[src/rtl/pft_pkg.sv]
package pft_pkg;
  localparam int unsigned TIMER_W = 16;
  localparam int unsigned SYNC_STAGES = 2;
endpackage

[src/rtl/pft_timer.sv]
module pft_timer #(
  parameter int unsigned W = pft_pkg::TIMER_W
) (
  input  logic         clk,
  input  logic         rst_n,
  input  logic         sw_rst,
  input  logic         load,
  input  logic [W-1:0] load_val,
  input  logic         tick,
  output logic [W-1:0] cnt,
  output logic         nxt_nz
);
  logic [W-1:0] cnt_q, cnt_nxt;
  logic         cnt_nz, cnt_en;

  assign cnt_nz = (cnt_q != '0);

  // next-state: software reset, then load, then decrement
  always_comb begin
    cnt_nxt = cnt_q;
    if (sw_rst)
      cnt_nxt = '0;
    else if (load)
      cnt_nxt = load_val;
    else if (tick && cnt_nz)
      cnt_nxt = cnt_q - 1'b1;
  end

  assign cnt_en = sw_rst | load | (tick & cnt_nz);
  assign nxt_nz = (cnt_nxt != '0);

  always_ff @(posedge clk or negedge rst_n) begin
    if (!rst_n)
      cnt_q <= '0;
    else if (cnt_en)
      cnt_q <= cnt_nxt;
  end

  assign cnt = cnt_q;

  a_r2_load_value: assert property (@(posedge clk) disable iff (!rst_n)
    (load && !sw_rst) |=> (cnt_q == $past(load_val)));

  a_r4_decrement: assert property (@(posedge clk) disable iff (!rst_n)
    (tick && !load && !sw_rst && cnt_q != '0) |=> (cnt_q == W'($past(cnt_q) - 1'b1)));

  a_r4_floor: assert property (@(posedge clk) disable iff (!rst_n)
    (cnt_q == '0 && !load) |=> (cnt_q == '0));

  a_r9_swrst_wins: assert property (@(posedge clk) disable iff (!rst_n)
    sw_rst |=> (cnt_q == '0));
endmodule

[src/rtl/pft_gate.sv]
module pft_gate (
  input  logic clk,
  input  logic rst_n,
  input  logic sw_rst,
  input  logic flow_en,
  input  logic busy,
  input  logic cnt_nxt_nz,
  output logic hold
);
  logic hold_q, hold_nxt;

  // a rise is only allowed between frames; a fall is allowed any time
  always_comb begin
    hold_nxt = flow_en & cnt_nxt_nz & (~busy | hold_q);
    if (sw_rst)
      hold_nxt = 1'b0;
  end

  always_ff @(posedge clk or negedge rst_n) begin
    if (!rst_n)
      hold_q <= 1'b0;
    else
      hold_q <= hold_nxt;
  end

  assign hold = hold_q;

  a_r7_disabled_no_hold: assert property (@(posedge clk) disable iff (!rst_n)
    !flow_en |=> !hold_q);

  a_r8_no_rise_in_frame: assert property (@(posedge clk) disable iff (!rst_n)
    (busy && !hold_q) |=> !hold_q);

  a_r1_swrst_clears_hold: assert property (@(posedge clk) disable iff (!rst_n)
    sw_rst |=> !hold_q);
endmodule

[src/rtl/pause_flow_timer.sv]
module pause_flow_timer #(
  parameter int unsigned W = pft_pkg::TIMER_W,
  parameter int unsigned SYNC_N = pft_pkg::SYNC_STAGES
) (
  input  logic         clk,
  input  logic         rst_n,
  input  logic         sw_rst,
  input  logic         flow_en,
  input  logic         pause_vld,
  input  logic [W-1:0] pause_time,
  input  logic         quanta_tick,
  input  logic         tx_busy,
  output logic         tx_hold,
  output logic [W-1:0] timer_val
);
  logic [SYNC_N-1:0] rst_pipe;
  logic              rst_s_n;
  logic              nxt_nz;

  // asynchronous assert, synchronous release
  always_ff @(posedge clk or negedge rst_n) begin
    if (!rst_n)
      rst_pipe <= '0;
    else
      rst_pipe <= {rst_pipe[SYNC_N-2:0], 1'b1};
  end
  assign rst_s_n = rst_pipe[SYNC_N-1];

  pft_timer #(.W(W)) u_timer (
    .clk      (clk),
    .rst_n    (rst_s_n),
    .sw_rst   (sw_rst),
    .load     (pause_vld),
    .load_val (pause_time),
    .tick     (quanta_tick),
    .cnt      (timer_val),
    .nxt_nz   (nxt_nz)
  );

  pft_gate u_gate (
    .clk        (clk),
    .rst_n      (rst_s_n),
    .sw_rst     (sw_rst),
    .flow_en    (flow_en),
    .busy       (tx_busy),
    .cnt_nxt_nz (nxt_nz),
    .hold       (tx_hold)
  );

  a_r5_hold_needs_count: assert property (@(posedge clk) disable iff (!rst_s_n)
    tx_hold |-> (timer_val != '0));

  a_r6_zero_releases: assert property (@(posedge clk) disable iff (!rst_s_n)
    (pause_vld && pause_time == '0) |=> !tx_hold);
endmodule

[config.mk]
export PLATFORM = sky130hd
export DESIGN_NAME = pause_flow_timer
export DESIGN_NICKNAME = d
export VERILOG_FILES = /design/src/rtl/pft_pkg.sv /design/src/rtl/pft_timer.sv /design/src/rtl/pft_gate.sv /design/src/rtl/pause_flow_timer.sv
export SDC_FILE = /design/constraint.sdc
export NUM_CORES = 1
export LEC_CHECK = 0
export ABC_AREA = 1
export CORE_UTILIZATION = 49
export CTS_CLUSTER_DIAMETER = 30
export DETAILED_ROUTE_END_ITERATION = 6
export PLACE_DENSITY = 0.82
export SYNTH_ARGS = -nofsm -noshare
export SYNTH_HDL_FRONTEND = slang
export SYNTH_SLANG_ARGS = --single-unit
[constraint.sdc]
create_clock -name clk -period 0.9 [get_ports clk]
set_clock_uncertainty 0.1 [all_clocks]
set_input_delay 0.09 -clock clk [delete_from_list [all_inputs] [get_ports clk]]
set_output_delay 0.09 -clock clk [all_outputs]
set_load 0.01 [all_outputs]
==> flow_metrics.env, run 1 <==
export IMPL_die_h_um=57.6
export IMPL_synth_top_area_share=0.314
export IMPL_endpoint_type="sequential cell input"
export IMPL_synth_cell_types=22
export IMPL_cts_buffer_depth=2
export IMPL_clock_sinks=19
export IMPL_failed_stage="global routing (5_1_grt)"
export IMPL_post_place_ws_ps=-1100
export IMPL_io_pins=40
export IMPL_netlist_instances=254
export IMPL_ys_seq_area_frac=0.314
export IMPL_synth_ff_latch_count=19
export IMPL_die_x_um=57.6
export IMPL_grt_worst_endpoint="u_gate.hold$_DFF_PN0_/D"
export IMPL_grt_max_degree=21
export IMPL_status="aborted with a tool error"
export IMPL_ctsHtreeMaxLevel=1
export IMPL_avgSynthCellArea_um2=5.97
export IMPL_num_rows=19
export IMPL_synth_fp_nets=279
export IMPL_initial_core_util=0.531
export IMPL_root_buffer="clkbuf_4"
export IMPL_syn_area_um2=1520
export IMPL_ys_top_cells_by_area="dfrtp_1 (31%), nand2_1 (21%), nor2_1 (14%)"
export IMPL_io_buffers=39
export IMPL_synth_area_leader_cell="dfrtp_1"
export IMPL_dp_hpwl_mm=3.31
export IMPL_placed_area_um2=2280
export IMPL_gp_congestion=0.917
export IMPL_error="[ERROR DPL-0038] Utilization greater than 100%, impossible to legalize"
export IMPL_ys_warn_count=0
export IMPL_cts_made_buffers=3
## logic make-up after synthesis
kind of cell / share of synthesized area
adder cells (fa/ha/maj): 0.0165
XOR/XNOR: 0.0289
flip-flops: 0.314
buffers and inverters: 0.134
AND/OR/NAND/NOR: 0.498
AO/OA/AOI/OAI: 0.00660
other: 0.00247
## through the flow
step                      hold slack [ps]  std cells  TNS [ps]
after floorplan                      -306        254    -11050
after global placement               91.8        363    -17920
after detailed placement             96.0        363    -18390
after CTS                             105        381    -17580
## cell usage after synthesis
master	count
nand2_1	83
nor2_1	56
inv_1	38
nand3_1	20
dfrtp_1	19
nand4_1	6
xor2_1	5
nand2_2	4
clkbuf_1	3
nor2_2	3
buf_1	2
buf_6	2
ha_1	2
nand2_4	2
nor3_1	2
a21oi_1	1
buf_8	1
conb_1	1
inv_2	1
nand3b_1	1
nor2_4	1
o21ai_0	1
## what timing repair did
item / CTS
endpoints found under the setup margin: 34
resized for setup: 144
hold endpoints to repair: 2
hold buffers: 1
pin swaps: 18
gates cloned: 1
setup buffers: 18
==> run 2: changes to the inputs <==
--- a/config.mk
+++ b/config.mk
@@ -6,10 +6,9 @@
 export NUM_CORES = 1
 export LEC_CHECK = 0
 export ABC_AREA = 1
-export CORE_UTILIZATION = 49
-export CTS_CLUSTER_DIAMETER = 30
+export CORE_UTILIZATION = 40
 export DETAILED_ROUTE_END_ITERATION = 6
-export PLACE_DENSITY = 0.82
+export PLACE_DENSITY_LB_ADDON = 0.15
 export SYNTH_ARGS = -nofsm -noshare
 export SYNTH_HDL_FRONTEND = slang
 export SYNTH_SLANG_ARGS = --single-unit
==> run 2 against run 1 <==
Compared with the run above: the flow now finishes, with violations (setup timing); synthesized area did not move; synthesized cell count did not move.
==> flow_metrics.env, run 2 <==
export IMPL_status="finished with violations"
export IMPL_failed_checks="setup timing"
export IMPL_startpoint="u_timer.cnt[1]"
export IMPL_hold_path_class="reg -> async"
export IMPL_ctsHtreeMaxLevel=1
export IMPL_grt_use_total=0.250
export IMPL_ys_seq_area_frac=0.314
export IMPL_power_switching_w=0.00111
export IMPL_fin_ws_ps=-1150
export IMPL_finalSetupViolations=34
export IMPL_yosysMostFrequentCell="nand2_1"
export IMPL_period_minus_slack_ps=2050
export IMPL_fin_area_um2=2700
export IMPL_synth_fp_nets=279
export IMPL_r2r_start="u_timer.cnt[1]"
export IMPL_start_kind="flip-flop"
export IMPL_antenna_cells=0
export IMPL_required_ps=970
export IMPL_routedWlPerCell_um=12.9
export IMPL_die_h_um=63.5
export IMPL_io_pins=40
export IMPL_crit_arrival_ps=2110
export IMPL_layout_commonest_cell="nand2_1"
export IMPL_crit_path_end_kind="flip-flop"
export IMPL_synth_ff_latch_count=19
export IMPL_layout_nets=376
export IMPL_via_per_inst=4.88
export IMPL_synth_top_area_share=0.314
export IMPL_clock_sinks=19
export IMPL_post_route_period_util=2.27
export IMPL_cts_made_buffers=3
export IMPL_initial_core_util=0.437
export IMPL_power_density_nw_per_um2=1140
export IMPL_gp_congestion=0.874
export IMPL_power_frac_seq=0.322
export IMPL_finalMaxSlewViolations=0
export IMPL_clkLatencyLatePin_ps=270
export IMPL_synth_edf_count=0
export IMPL_p_comb_frac=0.470
export IMPL_dp_hpwl_mm=3.32
export IMPL_placed_area_um2=2310
export IMPL_syn_area_um2=1520
export IMPL_antenna_found_initial=0
export IMPL_drcViolationCount=0
export IMPL_nFillCells=253
export IMPL_grt_pass1_vias=1772
export IMPL_die_area_um2=4040
export IMPL_avgSynthCellArea_um2=5.97
export IMPL_synth_area_leader_cell="dfrtp_1"
export IMPL_cap_viol_max_count=0
export IMPL_synth_cell_types=22
export IMPL_syn_to_final_growth_pct=78.1
export IMPL_grt_max_degree=25
export IMPL_die_x_um=63.5
export IMPL_setup_tns_ps=-18360
export IMPL_finalHoldViolCount=0
export IMPL_drive_gt1_frac=0.360
export IMPL_postRouteAntennaNets=0
export IMPL_cts_buffer_depth=2
export IMPL_io_buffers=39
export IMPL_tritoncts="built"
export IMPL_drt_total_wl_mm=5.10
export IMPL_swShare=0.359
export IMPL_ys_async_sr_fraction=1.00
export IMPL_num_rows=21
export IMPL_max_clock_freq_mhz=489
export IMPL_ys_warn_count=0
export IMPL_vias=1934
export IMPL_first_pass_iters=4
export IMPL_grt_ovfl_total=0
export IMPL_final_cell_mix="nand2_1 (74), nor2_1 (46), buf_6 (38)"
export IMPL_cp_max_fo=6
export IMPL_vdd_drop_max_v=0.000681
export IMPL_ys_flop_type="dfrtp_1"
export IMPL_leakage_nw=1.45
export IMPL_power_clock_fraction=0.208
export IMPL_synth_common_cells="nand2_1 (83), nor2_1 (56), inv_1 (38)"
export IMPL_grt_pass1_wl_mm=7.81
export IMPL_p_int_w=0.00198
export IMPL_coreArea_um2=3470
export IMPL_rsz0062_at_grt="true"
export IMPL_path_class="reg -> reg"
export IMPL_root_buffer="clkbuf_8"
export IMPL_drt_first_iter_violations=162
export IMPL_largest_reg_flops=16
export IMPL_netlist_instances=254
export IMPL_clkTransAtPathRegs_ps=80
export IMPL_ys_top_cells_by_area="dfrtp_1 (31%), nand2_1 (21%), nor2_1 (14%)"
==> run 2: cell counts after synthesis <==
Identical to the previous run, type by type.
==> run 2: power by group through the flow <==
stage | registers (W) | clock network, W | logic (W)
after floorplan | 0.00104 | 0 | 0.000508
after global placement | 0.000983 | 0 | 0.00113
after detailed placement | 0.000984 | 0 | 0.00114
after CTS | 0.000974 | 0.000635 | 0.00131
after global routing | 0.00100 | 0.000680 | 0.00157
final | 0.000992 | 0.000641 | 0.00145
==> run 2: area by class of cell <==
| type | instances | area (um^2) | area share |
|---|---|---|---|
| clock buffer | 3 | 41.3 | 0.0153 |
| clock inverter | 1 | 5.00 | 0.00185 |
| inverter | 39 | 161 | 0.0598 |
| multi-input combinational | 189 | 992 | 0.368 |
| sequential | 19 | 480 | 0.178 |
| tap | 46 | 57.6 | 0.0213 |
| timing repair buffer | 99 | 961 | 0.356 |
==> run 2: cells by family after synthesis <==
kind of cell,Yosys count,synth area share
simple gates,178,0.498
buf+inv,47,0.134
other cells,1,0.00247
flops,19,0.314
fa+ha+maj,2,0.0165
xor+xnor,5,0.0289
compound gates,2,0.00660
==> run 2: worst max-delay path: stages, from the launching register on <==
cell and delay [ps]:
dfrtp_1 420, inv_2 110, ha_4 160, nand3_4 80, nor2_4 110, nand2_4 110
nand2_8 120, nand2_1 80, nand2_1 70, nand2_1 60, nand2_2 70, nand2_1 60
nor2_1 150, nand2_1 80, nor2_1 110, nor2_1 40
==> run 2: worst paths after layout <==
kind,endpoint,slack (ps),cells past startpoint
worst max-delay path,u_gate.hold,-1150,15
worst min-delay path,u_timer.cnt[9],100,1
worst max register to register,u_gate.hold,-1150,15
worst min register to register,u_timer.cnt[9],100,1
max in group asynchronous,rst_pipe[1],160,2
min in group clk,rst_pipe[1],260,0
==> run 2: repair_timing <==
action                     4_1_cts  5_1_grt
pin swaps                        8       13
resized for setup              116       38
cloned                           0        1
hold buffers                     1        0
setup endpoints to repair       34       34
hold endpoints to repair         2        0
setup buffers                   14        5
==> run 2: metal layers <==
metal / wire [um] / global-route usage
met1: 2220 / 0.342
met2: 2400 / 0.400
met3: 310 / 0.0290
met4: 165 / 0.0966
met5: 0 / 0
==> run 2: metrics by stage <==
stage	hold WS [ps]	instances	worst slack, ps	power, W	utilization
finish	99.0	396	-1150	0.00308	0.778
global route	150	396	-1260	0.00325	0.778
CTS	105	394	-1050	0.00292	0.744
detailed placement	97.2	379	-1170	0.00213	0.667
global placement	93.7	379	-1120	0.00212	0.667
floorplan	-306	254	-920	0.00154	-
Power figures use the tool's default switching activity.
==> run 3: changes to the inputs <==
--- a/config.mk
+++ b/config.mk
@@ -12,3 +12,4 @@
 export SYNTH_ARGS = -nofsm -noshare
 export SYNTH_HDL_FRONTEND = slang
 export SYNTH_SLANG_ARGS = --single-unit
+export TNS_END_PERCENT = 1
==> run 3 against run 2 <==
Compared with the run above: flip-flop and latch count is the same; clock power shrank 3.3%; combinational power is essentially flat; global-route usage shrank 1.1 points; utilization shrank 0.65 points; critical endpoint unchanged; design area shrank 0.83%; die area is the same; the flow still finishes with violations (setup timing); setup slack lost 65 ps; sequential share of layout area grew 0.20 points; register-to-register slack lost 70 ps; first-iteration DRC count grew 23%; critical path type unchanged; critical path depth is the same.
==> flow_metrics.env, run 3 (synthesized netlist as in run 2, its figures left out) <==
export IMPL_crit_buf_inv=1
export IMPL_r2r_setup_slack_ps=-1210
export IMPL_io_pins=40
export IMPL_root_buffer="clkbuf_8"
export IMPL_vdd_drop_max_v=0.000660
export IMPL_gp_congestion=0.907
export IMPL_power_density_nw_per_um2=1130
export IMPL_reg2reg_depth=15
export IMPL_crit_path_end_kind="flip-flop"
export IMPL_drt_total_wl_mm=5.03
export IMPL_finalMaxSlewViolations=0
export IMPL_power_frac_seq=0.328
export IMPL_syn_to_final_growth_pct=76.6
export IMPL_cap_viol_max_count=0
export IMPL_cts_made_buffers=3
export IMPL_period_minus_slack_ps=2110
export IMPL_post_place_ws_ps=-1120
export IMPL_grt_pass1_wl_mm=7.47
export IMPL_cts_buffer_depth=2
export IMPL_final_cell_mix="nand2_1 (79), nor2_1 (48), buf_6 (38)"
export IMPL_max_clock_freq_mhz=474
export IMPL_fin_ws_ps=-1210
export IMPL_start_kind="flip-flop"
export IMPL_grt_max_degree=18
export IMPL_placed_area_um2=2270
export IMPL_antenna_cells=0
export IMPL_via_per_inst=4.84
export IMPL_path_class="reg -> reg"
export IMPL_die_area_um2=4040
export IMPL_hold_path_class="reg -> async"
export IMPL_cp_max_fo=6
export IMPL_die_h_um=63.5
export IMPL_p_int_w=0.00197
export IMPL_drcViolationCount=0
export IMPL_critPathSlowestCell="dfrtp_1"
export IMPL_setup_tns_ps=-19280
export IMPL_status="finished with violations"
export IMPL_coreArea_um2=3470
export IMPL_postRouteAntennaNets=0
export IMPL_finalSetupViolations=34
export IMPL_rsz0062_at_grt="true"
export IMPL_clkLatencyLatePin_ps=260
export IMPL_tritoncts="built"
export IMPL_grt_ovfl_total=0
export IMPL_grt_use_total=0.239
export IMPL_layout_nets=375
export IMPL_die_x_um=63.5
export IMPL_slowest_delay_ps=410
export IMPL_startpoint="u_timer.cnt[0]"
export IMPL_power_clock_fraction=0.205
export IMPL_leakage_nw=1.45
export IMPL_initial_core_util=0.437
export IMPL_antenna_found_initial=0
export IMPL_routedWlPerCell_um=12.7
export IMPL_layout_commonest_cell="nand2_1"
export IMPL_path_cells="inv_2 > ha_4 > nand3_4 > nor2_4 > nand2_4 > nand2_8 > nand2_1 > o21ai_1 > nand2_1 > nand2_1 > nand2_1 > nor2_1 > nand2_1 > nor2_1 > nor2_1"
export IMPL_largest_reg_flops=16
export IMPL_path_common_cell="nand2_1"
export IMPL_swShare=0.351
export IMPL_first_pass_iters=4
export IMPL_ctsHtreeMaxLevel=1
export IMPL_crit_arrival_ps=2160
export IMPL_r2r_start="u_timer.cnt[0]"
export IMPL_clock_sinks=19
export IMPL_dp_cells=374
export IMPL_stdcell_count=395
export IMPL_clkTransAtPathRegs_ps=80
export IMPL_required_ps=950
export IMPL_crit_cells=15
export IMPL_grt_pass1_vias=1780
export IMPL_finalHoldViolCount=0
export IMPL_drive_gt1_frac=0.338
export IMPL_io_buffers=39
export IMPL_power_switching_w=0.00107
export IMPL_num_rows=21
export IMPL_failed_checks="setup timing"
export IMPL_drt_first_iter_violations=200
export IMPL_nFillCells=261
export IMPL_p_comb_frac=0.467
export IMPL_cpLargestDelayFamily="simple AND/OR/NAND/NOR gates"
export IMPL_dp_hpwl_mm=3.14
export IMPL_fin_area_um2=2680
export IMPL_vias=1913
export IMPL_post_route_period_util=2.35
-- run 3: metal layers --
metal / vias up / GRT usage / part of all wire
met3: 19 / 0.0453 / 0.060
li1: 948 / - / -
met4: 0 / 0.0739 / 0.021
met2: 75 / 0.418 / 0.49
met5: - / 0 / 0
met1: 871 / 0.294 / 0.43
-- run 3: final timing paths --
| kind | end |
|---|---|
| max | u_gate.hold |
| min | u_timer.cnt[7] |
| max reg2reg | u_gate.hold |
| min reg2reg | u_timer.cnt[7] |
| max in group asynchronous | rst_pipe[0] |
| min in group clk | rst_pipe[1] |
-- run 3: repair_timing --
| item | 4_1_cts | 5_1_grt |
|---|---|---|
| hold buffers | 1 | 0 |
| gates resized for setup | 102 | 28 |
| pin swaps | 15 | 10 |
| setup buffers | 8 | 7 |
| gates cloned | 1 | 0 |
| endpoints found under the hold margin | 2 | 0 |
| setup endpoints to repair | 34 | 34 |
-- run 3: power groups by stage --
stage	Combinational (W)	Clock [W]	Sequential, W
2_1_floorplan	0.000497	0	0.00103
3_5_place_dp	0.00110	0	0.000984
5_1_grt	0.00154	0.000672	0.00100
6_report	0.00142	0.000620	0.000995
3_3_place_gp	0.00109	0	0.000984
4_1_cts	0.00125	0.000622	0.000975
-- run 3: cell type report --
class,count,area (um^2),share of cell area
multi-input cells,189,972,0.363
repair buffers,98,968,0.362
flip-flops and latches,19,482,0.180
inverters,39,151,0.0566
well taps,46,57.6,0.0215
clock buffers,4,45.0,0.0168
-- run 3: metrics by stage --
stage	power, W	util	hold WS (ps)
floorplan	0.00153	-	-306
global placement	0.00207	0.655	91.9
detailed placement	0.00209	0.655	92.4
CTS	0.00285	0.728	86.5
global route	0.00321	0.772	124
finish	0.00303	0.772	77.4
==> run 4: changes to the inputs <==
--- a/config.mk
+++ b/config.mk
@@ -7,8 +7,10 @@
 export LEC_CHECK = 0
 export ABC_AREA = 1
 export CORE_UTILIZATION = 40
+export CTS_CLUSTER_SIZE = 25
 export DETAILED_ROUTE_END_ITERATION = 6
 export PLACE_DENSITY_LB_ADDON = 0.15
+export SETUP_SLACK_MARGIN = 0.5
 export SYNTH_ARGS = -nofsm -noshare
 export SYNTH_HDL_FRONTEND = slang
 export SYNTH_SLANG_ARGS = --single-unit
==> run 4 against run 3 <==
Compared with the run above: the flow finishes with violations (hold timing, setup timing); first-iteration DRC count is 24% lower; flip-flop and latch count stayed put; clock-buffer cell count stayed put; via count hardly changed; design area hardly changed; utilization is 0.072 points higher; combinational power hardly changed; total power hardly changed; critical endpoint unchanged; largest cell class unchanged; clock power hardly changed; register-to-register slack better by 40 ps.
==> flow_metrics.env, run 4 (synthesized netlist as in run 2, its figures left out) <==
export IMPL_status="finished with violations"
export IMPL_failed_checks="hold timing, setup timing"
export IMPL_finalHoldViolCount=2
export IMPL_drcViolationCount=0
export IMPL_cap_viol_max_count=0
export IMPL_start_kind="flip-flop"
export IMPL_vias=1914
export IMPL_grt_use_total=0.240
export IMPL_rsz0062_at_grt="true"
export IMPL_grt_max_degree=18
export IMPL_tritoncts="built"
export IMPL_io_buffers=39
export IMPL_root_buffer="clkbuf_8"
export IMPL_critPathSlowestCell="dfrtp_1"
export IMPL_die_h_um=63.5
export IMPL_cts_made_buffers=3
export IMPL_antenna_found_initial=0
export IMPL_placed_area_um2=2270
export IMPL_required_ps=950
export IMPL_path_class="reg -> reg"
export IMPL_largest_reg_flops=16
export IMPL_clkLatencyLatePin_ps=270
export IMPL_grt_pass1_vias=1777
export IMPL_hold_path_class="in -> async"
export IMPL_nFillCells=257
export IMPL_final_cell_mix="nand2_1 (79), nor2_1 (48), buf_6 (38)"
export IMPL_dp_hpwl_mm=3.14
export IMPL_r2r_start="u_timer.cnt[0]"
export IMPL_die_x_um=63.5
export IMPL_num_rows=21
export IMPL_multi_input_area_um2=972
export IMPL_r2r_end="u_gate.hold"
export IMPL_syn_to_final_growth_pct=76.8
export IMPL_path_cells="inv_2 > ha_4 > nand3_4 > nor2_4 > nand2_4 > buf_6 > nand3b_1 > nand3_1 > nand2_1 > nand2_1 > nor2_1 > nand2_1 > nor2_1 > nor2_1"
export IMPL_first_pass_iters=4
export IMPL_setup_tns_ps=-18680
export IMPL_slowest_delay_ps=410
export IMPL_gp_congestion=0.907
export IMPL_finalMaxSlewViolations=0
export IMPL_layout_commonest_cell="nand2_1"
export IMPL_postRouteAntennaNets=0
export IMPL_drt_first_iter_violations=153
export IMPL_clock_sinks=19
export IMPL_startpoint="u_timer.cnt[0]"
export IMPL_coreArea_um2=3470
export IMPL_grt_ovfl_total=0
export IMPL_vdd_drop_max_v=0.000664
export IMPL_finalSetupViolations=34
export IMPL_drt_total_wl_mm=5.03
export IMPL_reg2reg_depth=14
export IMPL_io_pins=40
export IMPL_antenna_cells=0
export IMPL_holdWs_ps=-110
export IMPL_routedWlPerCell_um=12.8
export IMPL_via_per_inst=4.86
export IMPL_period_minus_slack_ps=2070
export IMPL_max_clock_freq_mhz=483
export IMPL_fin_util=0.772
export IMPL_register_area_um2=482
export IMPL_post_route_period_util=2.30
export IMPL_die_area_um2=4040
export IMPL_cp_max_fo=5
export IMPL_layout_nets=374
export IMPL_clkTransAtPathRegs_ps=90
export IMPL_drive_gt1_frac=0.339
export IMPL_cts_buffer_depth=2
export IMPL_ctsHtreeMaxLevel=1
export IMPL_fin_ws_ps=-1170
export IMPL_initial_core_util=0.437
export IMPL_power_density_nw_per_um2=1130
export IMPL_fin_area_um2=2680
export IMPL_crit_arrival_ps=2120
export IMPL_leakage_nw=1.45
export IMPL_crit_path_end_kind="flip-flop"
export IMPL_r2r_setup_slack_ps=-1170
export IMPL_grt_pass1_wl_mm=7.49
[run 4: timing repair]
item	CTS	global route
buffers inserted	8	7
endpoints found under the hold margin	2	2
endpoints found under the setup margin	52	52
gates cloned	1	0
resized for setup	105	28
pin swaps	15	10
[run 4: worst max-delay path: cells and delay by family, from the launching register on]
kind / cells / cell delay (ps)
and+or+nand+nor: 11 / 1000
DFF: 1 / 410
buffers and inverters: 2 / 270
adders and majority gates: 1 / 160
[run 4: final cells by class]
| type | count | area share |
|---|---|---|
| Inverter | 39 | 0.0565 |
| Multi-Input combinational cell | 189 | 0.363 |
| Tap cell | 46 | 0.0215 |
| Timing Repair Buffer | 97 | 0.362 |
| Clock buffer | 4 | 0.0168 |
| Sequential cell | 19 | 0.180 |
[run 4: power by group]
group	leakage, nW	switching [W]	internal, W
sequential	0.236	0.0000769	0.000920
combinational	1.19	0.000682	0.000734
clock	0.0228	0.000307	0.000315
[run 4: metal layers]
layer / vias up / part of all wire / global-route usage
met2: 72 / 0.48 / 0.415
met1: 871 / 0.43 / 0.299
met3: 19 / 0.058 / 0.0453
met5: - / 0 / 0
li1: 952 / - / -
met4: 0 / 0.026 / 0.0739
[run 4: worst max path at each step]
stage,end,depth (start not counted),slack (ps)
after floorplan,u_gate.hold,16,-930
after global placement,u_gate.hold,14,-1080
after detailed placement,u_gate.hold,15,-1120
after CTS,u_gate.hold,14,-1040
after global routing,u_gate.hold,15,-1340
final,u_gate.hold,14,-1170
[run 4: metrics by stage]
stage | cells | total power [W] | setup WS, ps
after global routing | 394 | 0.00322 | -1340
after detailed placement | 374 | 0.00209 | -1120
after CTS | 387 | 0.00285 | -1040
after global placement | 374 | 0.00207 | -1080
after floorplan | 254 | 0.00153 | -926
final | 394 | 0.00304 | -1170
